$ cat src/rtl/rxr_pkg.sv
package rxr_pkg;
    parameter int PG_W   = 8;
    parameter int OFS_W  = 8;
    parameter int BYTE_W = 8;
    parameter int LEN_W  = 16;
    parameter int ADDR_W = PG_W + OFS_W;

    typedef enum logic [2:0] {
        ST_IDLE = 3'd0,
        ST_RECV = 3'd1,
        ST_SKIP = 3'd2,
        ST_PAD  = 3'd3,
        ST_HDR  = 3'd4
    } wr_state_e;

    typedef struct packed {
        wr_state_e           st;
        logic [PG_W-1:0]     base_pg;
        logic [PG_W-1:0]     lo_pg;
        logic [PG_W-1:0]     hi_pg;
        logic [ADDR_W-1:0]   wr_addr;
        logic [LEN_W-1:0]    len;
        logic                grp;
        logic [1:0]          hdr_idx;
        logic                we;
        logic [ADDR_W-1:0]   waddr;
        logic [BYTE_W-1:0]   wdata;
        logic                done;
        logic                drop;
        logic [PG_W-1:0]     next_pg;
        logic [BYTE_W-1:0]   status;
    } wr_regs_t;
endpackage

$ cat src/rtl/rxr_room_check.sv
module rxr_room_check
    import rxr_pkg::*;
#(
    parameter int NEED = 1518
) (
    input  logic [PG_W-1:0] pg_first,
    input  logic [PG_W-1:0] pg_limit,
    input  logic [PG_W-1:0] pg_bound,
    input  logic [PG_W-1:0] pg_curr,
    output logic            has_room
);
    localparam int FW = PG_W + 1 + OFS_W;

    logic [PG_W:0] free_pg;
    logic [FW-1:0] free_bytes;

    always_comb begin
        if (pg_curr < pg_bound) begin
            free_pg = {1'b0, pg_bound} - {1'b0, pg_curr};
        end else begin
            free_pg = ({1'b0, pg_limit} - {1'b0, pg_first})
                    - ({1'b0, pg_curr} - {1'b0, pg_bound});
        end
        free_bytes = {free_pg, {OFS_W{1'b0}}};
        has_room   = free_bytes >= FW'(NEED);
    end
endmodule

$ cat src/rtl/rxr_addr_step.sv
module rxr_addr_step
    import rxr_pkg::*;
(
    input  logic [ADDR_W-1:0] addr,
    input  logic [PG_W-1:0]   lo_pg,
    input  logic [PG_W-1:0]   hi_pg,
    output logic [ADDR_W-1:0] addr_nxt
);
    logic [ADDR_W-1:0] inc;

    always_comb begin
        inc = addr + ADDR_W'(1);
        if (inc == {hi_pg, {OFS_W{1'b0}}}) begin
            addr_nxt = {lo_pg, {OFS_W{1'b0}}};
        end else begin
            addr_nxt = inc;
        end
    end
endmodule

$ cat src/rtl/rxr_next_page.sv
module rxr_next_page
    import rxr_pkg::*;
#(
    parameter int HDR_LEN = 4,
    parameter int CRC_LEN = 4
) (
    input  logic [PG_W-1:0]  base_pg,
    input  logic [PG_W-1:0]  lo_pg,
    input  logic [PG_W-1:0]  hi_pg,
    input  logic [LEN_W-1:0] len,
    output logic [PG_W-1:0]  next_pg,
    output logic [LEN_W-1:0] tot_len
);
    localparam int SW = LEN_W + 1;

    logic [SW-1:0] span, pages, sum, ring, wrapped;

    always_comb begin
        span    = SW'(len) + SW'(HDR_LEN + CRC_LEN) + SW'((1 << OFS_W) - 1);
        pages   = span >> OFS_W;
        sum     = SW'(base_pg) + pages;
        ring    = SW'(hi_pg) - SW'(lo_pg);
        wrapped = (sum >= SW'(hi_pg)) ? (sum - ring) : sum;
        next_pg = PG_W'(wrapped);
        tot_len = len + LEN_W'(HDR_LEN);
    end
endmodule

$ cat src/rtl/rx_ring_writer.sv
module rx_ring_writer
    import rxr_pkg::*;
#(
    parameter int MIN_LEN   = 60,
    parameter int MAX_FRAME = 1514,
    parameter int HDR_LEN   = 4,
    parameter int CRC_LEN   = 4
) (
    input  logic              clk,
    input  logic              rst_n,
    input  logic              halt,
    input  logic [PG_W-1:0]   pg_first,
    input  logic [PG_W-1:0]   pg_limit,
    input  logic [PG_W-1:0]   pg_bound,
    input  logic [PG_W-1:0]   pg_curr,
    input  logic              in_valid,
    input  logic              in_sof,
    input  logic              in_eof,
    input  logic [BYTE_W-1:0] in_data,
    output logic              in_ready,
    output logic              mem_we,
    output logic [ADDR_W-1:0] mem_addr,
    output logic [BYTE_W-1:0] mem_wdata,
    output logic              frame_done,
    output logic [PG_W-1:0]   cur_next,
    output logic [BYTE_W-1:0] rx_status,
    output logic              frame_drop
);
    localparam int NEED = MAX_FRAME + HDR_LEN;

    wr_regs_t q, d;

    logic              has_room;
    logic [ADDR_W-1:0] addr_nxt;
    logic [PG_W-1:0]   nxt_pg;
    logic [LEN_W-1:0]  tot_len;
    logic              acc;
    logic [LEN_W-1:0]  len_inc;
    logic [BYTE_W-1:0] status_b;

    rxr_room_check #(.NEED(NEED)) u_room (
        .pg_first (pg_first),
        .pg_limit (pg_limit),
        .pg_bound (pg_bound),
        .pg_curr  (pg_curr),
        .has_room (has_room)
    );

    rxr_addr_step u_step (
        .addr     (q.wr_addr),
        .lo_pg    (q.lo_pg),
        .hi_pg    (q.hi_pg),
        .addr_nxt (addr_nxt)
    );

    rxr_next_page #(.HDR_LEN(HDR_LEN), .CRC_LEN(CRC_LEN)) u_npg (
        .base_pg (q.base_pg),
        .lo_pg   (q.lo_pg),
        .hi_pg   (q.hi_pg),
        .len     (q.len),
        .next_pg (nxt_pg),
        .tot_len (tot_len)
    );

    assign in_ready = (q.st == ST_IDLE) || (q.st == ST_RECV) || (q.st == ST_SKIP);
    assign acc      = in_valid && in_ready;
    assign len_inc  = q.len + LEN_W'(1);
    assign status_b = {2'b00, q.grp, 4'b0000, 1'b1};

    always_comb begin
        d      = q;
        d.we   = 1'b0;
        d.done = 1'b0;
        d.drop = 1'b0;
        unique case (q.st)
            ST_IDLE: begin
                if (acc && in_sof) begin
                    if (halt || !has_room) begin
                        d.drop = 1'b1;
                        d.st   = in_eof ? ST_IDLE : ST_SKIP;
                    end else begin
                        d.base_pg = pg_curr;
                        d.lo_pg   = pg_first;
                        d.hi_pg   = pg_limit;
                        d.we      = 1'b1;
                        d.waddr   = {pg_curr, OFS_W'(HDR_LEN)};
                        d.wdata   = in_data;
                        d.grp     = in_data[0];
                        d.len     = LEN_W'(1);
                        d.wr_addr = {pg_curr, OFS_W'(HDR_LEN)} + ADDR_W'(1);
                        d.hdr_idx = 2'd0;
                        if (in_eof) begin
                            d.st = (MIN_LEN > 1) ? ST_PAD : ST_HDR;
                        end else begin
                            d.st = ST_RECV;
                        end
                    end
                end
            end
            ST_RECV: begin
                if (acc) begin
                    d.we      = 1'b1;
                    d.waddr   = q.wr_addr;
                    d.wdata   = in_data;
                    d.wr_addr = addr_nxt;
                    d.len     = len_inc;
                    if (in_eof) begin
                        d.st = (len_inc < LEN_W'(MIN_LEN)) ? ST_PAD : ST_HDR;
                    end
                end
            end
            ST_SKIP: begin
                if (acc && in_eof) begin
                    d.st = ST_IDLE;
                end
            end
            ST_PAD: begin
                d.we      = 1'b1;
                d.waddr   = q.wr_addr;
                d.wdata   = '0;
                d.wr_addr = addr_nxt;
                d.len     = len_inc;
                if (len_inc >= LEN_W'(MIN_LEN)) begin
                    d.st = ST_HDR;
                end
            end
            ST_HDR: begin
                d.we      = 1'b1;
                d.waddr   = {q.base_pg, {(OFS_W-2){1'b0}}, q.hdr_idx};
                d.hdr_idx = q.hdr_idx + 2'd1;
                unique case (q.hdr_idx)
                    2'd0:    d.wdata = status_b;
                    2'd1:    d.wdata = nxt_pg;
                    2'd2:    d.wdata = tot_len[7:0];
                    default: d.wdata = tot_len[15:8];
                endcase
                if (q.hdr_idx == 2'd3) begin
                    d.done    = 1'b1;
                    d.next_pg = nxt_pg;
                    d.status  = status_b;
                    d.st      = ST_IDLE;
                end
            end
            default: d.st = ST_IDLE;
        endcase
    end

    always_ff @(posedge clk) begin
        if (!rst_n) begin
            q <= '0;
        end else begin
            q <= d;
        end
    end

    assign mem_we     = q.we;
    assign mem_addr   = q.waddr;
    assign mem_wdata  = q.wdata;
    assign frame_done = q.done;
    assign cur_next   = q.next_pg;
    assign rx_status  = q.status;
    assign frame_drop = q.drop;

    AST_RING_ADDR: assert property (@(posedge clk) disable iff (!rst_n)
        mem_we |-> (mem_addr[ADDR_W-1 -: PG_W] >= q.lo_pg) && (mem_addr[ADDR_W-1 -: PG_W] < q.hi_pg));
    AST_DROP_SILENT: assert property (@(posedge clk) disable iff (!rst_n)
        frame_drop |-> !mem_we && !frame_done);
    AST_SKIP_SILENT: assert property (@(posedge clk) disable iff (!rst_n)
        (q.st == ST_SKIP) |=> !mem_we);
    AST_NEXT_IN_RING: assert property (@(posedge clk) disable iff (!rst_n)
        frame_done |-> (cur_next >= q.lo_pg) && (cur_next < q.hi_pg));
    AST_DONE_PULSE: assert property (@(posedge clk) disable iff (!rst_n)
        frame_done |=> !frame_done);
    AST_STATUS_GOOD: assert property (@(posedge clk) disable iff (!rst_n)
        frame_done |-> rx_status[0] && (rx_status[4:1] == 4'd0) && (rx_status[7:6] == 2'd0));
endmodule

$ cat config.mk
export PLATFORM = sky130hd
export DESIGN_NAME = rx_ring_writer
export DESIGN_NICKNAME = d
export VERILOG_FILES = /design/src/rtl/rxr_pkg.sv /design/src/rtl/rxr_room_check.sv /design/src/rtl/rxr_addr_step.sv /design/src/rtl/rxr_next_page.sv /design/src/rtl/rx_ring_writer.sv
export SDC_FILE = /design/constraint.sdc
export NUM_CORES = 1
export LEC_CHECK = 0
export ABC_AREA = 1
export BUFFER_PORTS_ARGS = -buffer_cell sky130_fd_sc_hd__buf_2
export CAP_MARGIN = 20
export CORE_MARGIN = 1
export CORE_UTILIZATION = 35
export DETAILED_ROUTE_END_ITERATION = 16
export PLACE_DENSITY = 0.59
export SLEW_MARGIN = 5
export SYNTH_ARGS = -nofsm -noshare
export SYNTH_HDL_FRONTEND = slang
export SYNTH_SLANG_ARGS = --single-unit
$ cat constraint.sdc
create_clock -name clk -period 12.9 [get_ports clk]
set_input_delay 0.645 -clock clk [delete_from_list [all_inputs] [get_ports clk]]
set_output_delay 0.645 -clock clk [all_outputs]
set_load 0.02 [all_outputs]
# Yosys cells after proc, flatten, opt, wreduce, memory -nomap -nowiden
# Cells that the tools add are included.
# Widths: inputs -> output; s select.
dict set report classes {
  eq_ne 15
  n_reduce_logical 20
  n_addsub 14
  mux 23
  bitwise 1
  order_cmp 5
}
# operator n
set ops {}
lappend ops {{$pmux 25 s4} 1}
lappend ops {{$pmux 32 s3} 1}
lappend ops {{$mux 87} 1}
lappend ops {{$mux 84} 1}
lappend ops {{$add 16x1->16 const B} 3}
lappend ops {{$mux 32} 1}
lappend ops {{$sub 8x8->9} 3}
lappend ops {{$mux 25} 1}
lappend ops {{$pmux 8 s3} 1}
lappend ops {{$mux 3} 6}
lappend ops {{$add 16x4->17 const B} 1}
lappend ops {{$add 17x8->17 const B} 1}
lappend ops {{$ge 17x11->1 const B} 1}
lappend ops {{$add 16x3->16 const B} 1}
lappend ops {{$eq 16x16->1} 1}
lappend ops {{$ge 16x6->1 const B} 1}
lappend ops {{$lt 16x6->1 const B} 1}
lappend ops {{$mux 16} 1}
lappend ops {{$sub 8x8->8} 2}
lappend ops {{$pmux 3 s5} 1}
lappend ops {{$add 8x9->10} 1}
lappend ops {{$ge 10x8->1} 1}
lappend ops {{$ne 2x2->1 const B} 5}
lappend ops {{$mux 9} 1}
lappend ops {{other kinds (26)} 40}
dict set report word_totals {
  output_inout_bits 44
  register_bits 99
  input_bits 46
}

# Longest topological paths before layout
dict set report logic_depth {
  ltp_word 9
  ltp_mapped 34
}

# By module
# From an unflattened synthesis, not the netlist that was laid out.
dict set report hier_totals {
  hier_cells 1316
  hier_area_um2 8764.7
}
# module cells_per_inst area_each_um2 n_inst
set modules_own_cells {}
lappend modules_own_cells {rx_ring_writer 646 4715.8 1}
lappend modules_own_cells {rxr_next_page 272 1735.4 1}
lappend modules_own_cells {rxr_room_check 229 1372.6 1}
lappend modules_own_cells {rxr_addr_step 169 940.9 1}

# Worst setup path after synthesis
# OpenSTA, ideal clock, no wires.
dict set report synth_timing {
  kind {reg2reg}
  startpoint {register q[51] (netlist name)}
  endpoint {register q, in the netlist mem_wdata[7]}
  t_arrival_ns 4.135
  setup_slack_ns 8.650
  t_required_ns 12.785
  setup_time_ns 0.115
  path_stages_with_launch 28
  cell_sequence {dfxtp_1 -> buf_2 -> nand2_1 -> inv_1 -> nand2_1 -> nor2_1 -> inv_1 -> o21ai_0 -> nand2_1 -> nor2_1 -> xor2_1 -> ha_1 -> nand2_1 -> nor3b_1 -> nor2_1 -> xnor2_1 -> fa_1 -> ha_1 -> a21o_1 -> a31oi_1 -> nand2_1 -> xor2_1 -> inv_1 -> nand3_1 -> nand3_1 -> a21oi_1 -> o21ai_0 -> inv_1}
}
dict set report synth_between {
  elab_chain_cells 7
}
# item line_no
set synth_lines {}
lappend synth_lines {{from (decl)} rx_ring_writer.sv:31} ;# wr_regs_t q, d;
lappend synth_lines {{from (signal assigned)} rx_ring_writer.sv:150} ;# q <= '0;
lappend synth_lines {{from (signal assigned)} rx_ring_writer.sv:152} ;# q <= d;
lappend synth_lines {{$add 16x4->17} rxr_next_page.sv:19} ;# span = SW'(len) + SW'(HDR_LEN + CRC_LEN) + SW'((1 << OFS_W) - 1);
lappend synth_lines {{$add 17x8->17} rxr_next_page.sv:19}
lappend synth_lines {{$add 8x9->10} rxr_next_page.sv:21} ;# sum = SW'(base_pg) + pages;
lappend synth_lines {{$sub 8x8->8 / $ge 10x8->1 (equally long branches)} rxr_next_page.sv:23} ;# wrapped = (sum >= SW'(hi_pg)) ? (sum - ring) : sum;
lappend synth_lines {{$mux 8} rxr_next_page.sv:23}
lappend synth_lines {{$pmux 8 s3 (*)} rx_ring_writer.sv:131} ;# unique case (q.hdr_idx)
lappend synth_lines {{$pmux 25 s4 (*)} rx_ring_writer.sv:75} ;# unique case (q.st)
# Mark *: on every way between the ends. The rest lies on a longest branch, timed or not.
# A chain may end at the register's enable or synchronous reset.

# Worst setup path in the final report
# Same ends and word-level chain as after synthesis.

==> flow_summary.yaml <==
logic_synthesis:
  synthCells: 1309
  yosysTopAreaCellShare_pct: 23.29
  yosysUniqueCellTypes: 51
  synth.ff_latch_count: 99
  ys.flop_type: "dfxtp_1"
  synth_seq_area_share_pct: 23.29
  synth_largest_area_cell: "dfxtp_1"
  synth_edf_count: 0
  synth_area_leaders: "dfxtp_1 23%, nand2_1 16%, inv_1 8.4%"
  netlist_area_um2: 8508
  synth_warnings: 0
  synth.avg_cell_area_um2: 6.500
  postSynth.asyncResetShare_pct: 0
worst_hold_path:
  hp-class: "reg -> reg"
  whs_endpoint: "rx_status[0]"
  holdPathStages: 1
  hp-start: "rx_status[0]"
timing:
  timing.fmax_mhz: 202.0
  setup_viol: 0
  finalCritPeriodShare_pct: 38.37
  final_hold_viol_count: 0
  clock_skew_ns: 0.01183
  fin_crit_ns: 4.950
  fin_tns_setup_ns: 0
  rsz0062_at_grt: "no"
  drv_slew: 0
  tightest_slew_ns: 1.053
  setup_slack_ns: 7.950
  maxSlewHeadroom_pct: 29.55
critical_path:
  critPathMaxFanout: 6
  cp-start-kind: "flip-flop"
  slowest_delay_ns: 0.49
  end_kind: "flip-flop"
  r2r_start: "q[51]"
  crit_type: "reg -> reg"
  cp_common_cell: "nand2_1"
  cpMaxStageDelayCell: "fa_1"
  rr_endpoint: "mem_wdata[7]"
  cp.arrival_ns: 5.20
  required_ns: 13.15
  reg2regPathDepth: 26
  rrSetupSlack_ns: 7.95
grt:
  antenna_found_initial: 0
  overflow: 0
  track_usage_pct: 20.55
  grt_pass1_wl_um: 39390
  grt_max_degree: 53
  first_global_vias: 7457
route:
  first_iter_violations: 485
  wl_per_cell_um: 14.85
  drt_wl_total_um: 24660
  routed-via-count: 8049
  drt_first_pass_iters: 6
  ant_nets: 0
  drc: 0
  via_per_inst: 4.849
clock_network:
  numClockSinks: 99
  cts_hold_buffers: 0
  clk_latency_ns: 0.36
  clk_pin_slew_ns: 0.08
  ctsLongestPathBuffers: 2
  htreeDepth: 3
  cts_tree: "built"
  post_cts_resized: 0
  numCtsBuffers: 9
  cts_setup_buffers: 0
  root_buffer: "clkbuf_16"
pwr:
  powerDensity_nw_per_um2: 100.8
  max-vdd-ir-drop_mv: 0.06628
  leakagePower_nw: 4.507
cells_and_area:
  area_growth_pct: 7.985
  nNetsFinal: 1457
  final_core_util_pct: 38.79
  drive_above_1_share_pct: 10.89
  fin_cells: 1660
  antenna_cells: 0
place:
  dp_hpwl_um: 19530
  place_ws_ns: 7.984
  gp_congestion: 0.8904
  dp_cells: 1644
  portBuffers: 83
die:
  die_w_um: 157.9
  rows: 56
  die_y_um: 157.9
  ioPinCount: 90
  fp.coreArea_um2: 23680
  dieArea_um2: 24940
  initial_core_util_pct: 35.93
run_status:
  outcome: "finished clean"
job:
  cap_viol_max_count: 0
## cell type report
class	instances	area, um^2
Timing Repair Buffer	86	437.9
Multi-Input combinational cell	940	5298
Clock inverter	6	81.33
Tap cell	319	399.1
Inverter	200	750.7
Clock buffer	10	239.0
Fill cell	2625	14500
Sequential cell	99	1982
## state kept, by name, indices dropped and copies added, names as in the netlist
signal and cells:
cur_next 8, frame_done 1, frame_drop 1, mem_addr 16
mem_wdata 8, mem_we 1, q 62, rx_status 2
## kinds of logic (layout without fill, tap and decap cells)
family	after synthesis	count (layout)	share of synthesized area, %
XOR/XNOR	41	41	4.382
adder cells (fa/ha/maj)	75	75	13.24
AO/OA/AOI/OAI	189	189	12.22
flip-flops	99	99	23.29
buffers and inverters	275	302	14.66
AND/OR/NAND/NOR	629	629	32.16
other	1	6	0.04408
## metrics by stage
stage / cell area, um^2 / power (mW) / hold WS, ns
detailed placement: 8867 / 0.6347 / 0.4538
floorplan: 8527 / 0.5700 / 0.4395
CTS: 9188 / 0.9338 / 0.4705
global placement: 8867 / 0.6336 / 0.4417
global route: 9188 / 0.9910 / 0.5042
finish: 9188 / 0.9262 / 0.4624
## cell usage in the layout, fill, tap and decap left out, types with 2 or more instances in the layout
cell       instances
nand2_1          358
inv_1            191
nor2_1           117
dfxtp_1           99
nand3_1           90
buf_2             83
a21oi_1           81
o21ai_0           58
ha_1              50
xor2_1            32
fa_1              25
nand4_1           19
a31oi_1           15
clkbuf_16          9
xnor2_1            8
inv_2              8
nand2_2            8
nor3_1             7
o21ai_1            7
o211ai_1           7
nor2_2             6
nand3_2            6
a22oi_1            6
conb_1             6
nor2_4             4
o21bai_1           4
nand3b_1           3
a21o_1             3
inv_8              3
buf_4              3
or2_2              2
nor2_8             2
o21ai_2            2
clkinv_4           2
## synth_stat cells, types with 5 or more instances
cell        n
a21oi_1    81
a22oi_1     6
a31oi_1    15
buf_2       5
buf_4      44
clkbuf_1   18
dfxtp_1    99
fa_1       25
ha_1       50
inv_1     191
inv_2       8
nand2_1   358
nand2_2     8
nand3_1    90
nand3_2     6
nand4_1    19
nor2_1    117
nor2_2      6
nor3_1      7
o211ai_1    7
o21ai_0    58
o21ai_1     7
xnor2_1     8
xor2_1     32
## metal layers
metal	track usage, %	up-vias	wire [um]
met4	5.363	0	420
met3	2.820	26	990
met5	0	-	0
met2	33.90	183	11220
li1	-	4152	-
met1	27.94	3688	12030
## critical path, delay by kind of cell (launching register included)
kind / cells / cell delay [ns]
compound gates: 5 / 0.92
flops: 1 / 0.44
buf+inv: 4 / 0.29
simple gates: 11 / 1.37
fa+ha+maj: 3 / 1.24
xor+xnor: 3 / 0.58
## power by group
group,switching (mW),internal [mW]
Clock,0.137,0.161
Sequential,0.0136,0.318
Combinational,0.191,0.106
Total,0.342,0.585
## how the worst max path moves through the flow
stage / endpoint / cells after the start / from / slack [ns]
floorplan: mem_wdata[7] / 27 / q[51] / 8.65
global placement: mem_wdata[7] / 26 / q[51] / 8.11
detailed placement: mem_wdata[7] / 26 / q[51] / 7.98
CTS: mem_wdata[7] / 26 / q[51] / 7.94
global route: mem_wdata[7] / 27 / q[51] / 7.49
finish: mem_wdata[7] / 26 / q[51] / 7.95
(Power assumes the default switching activity.)
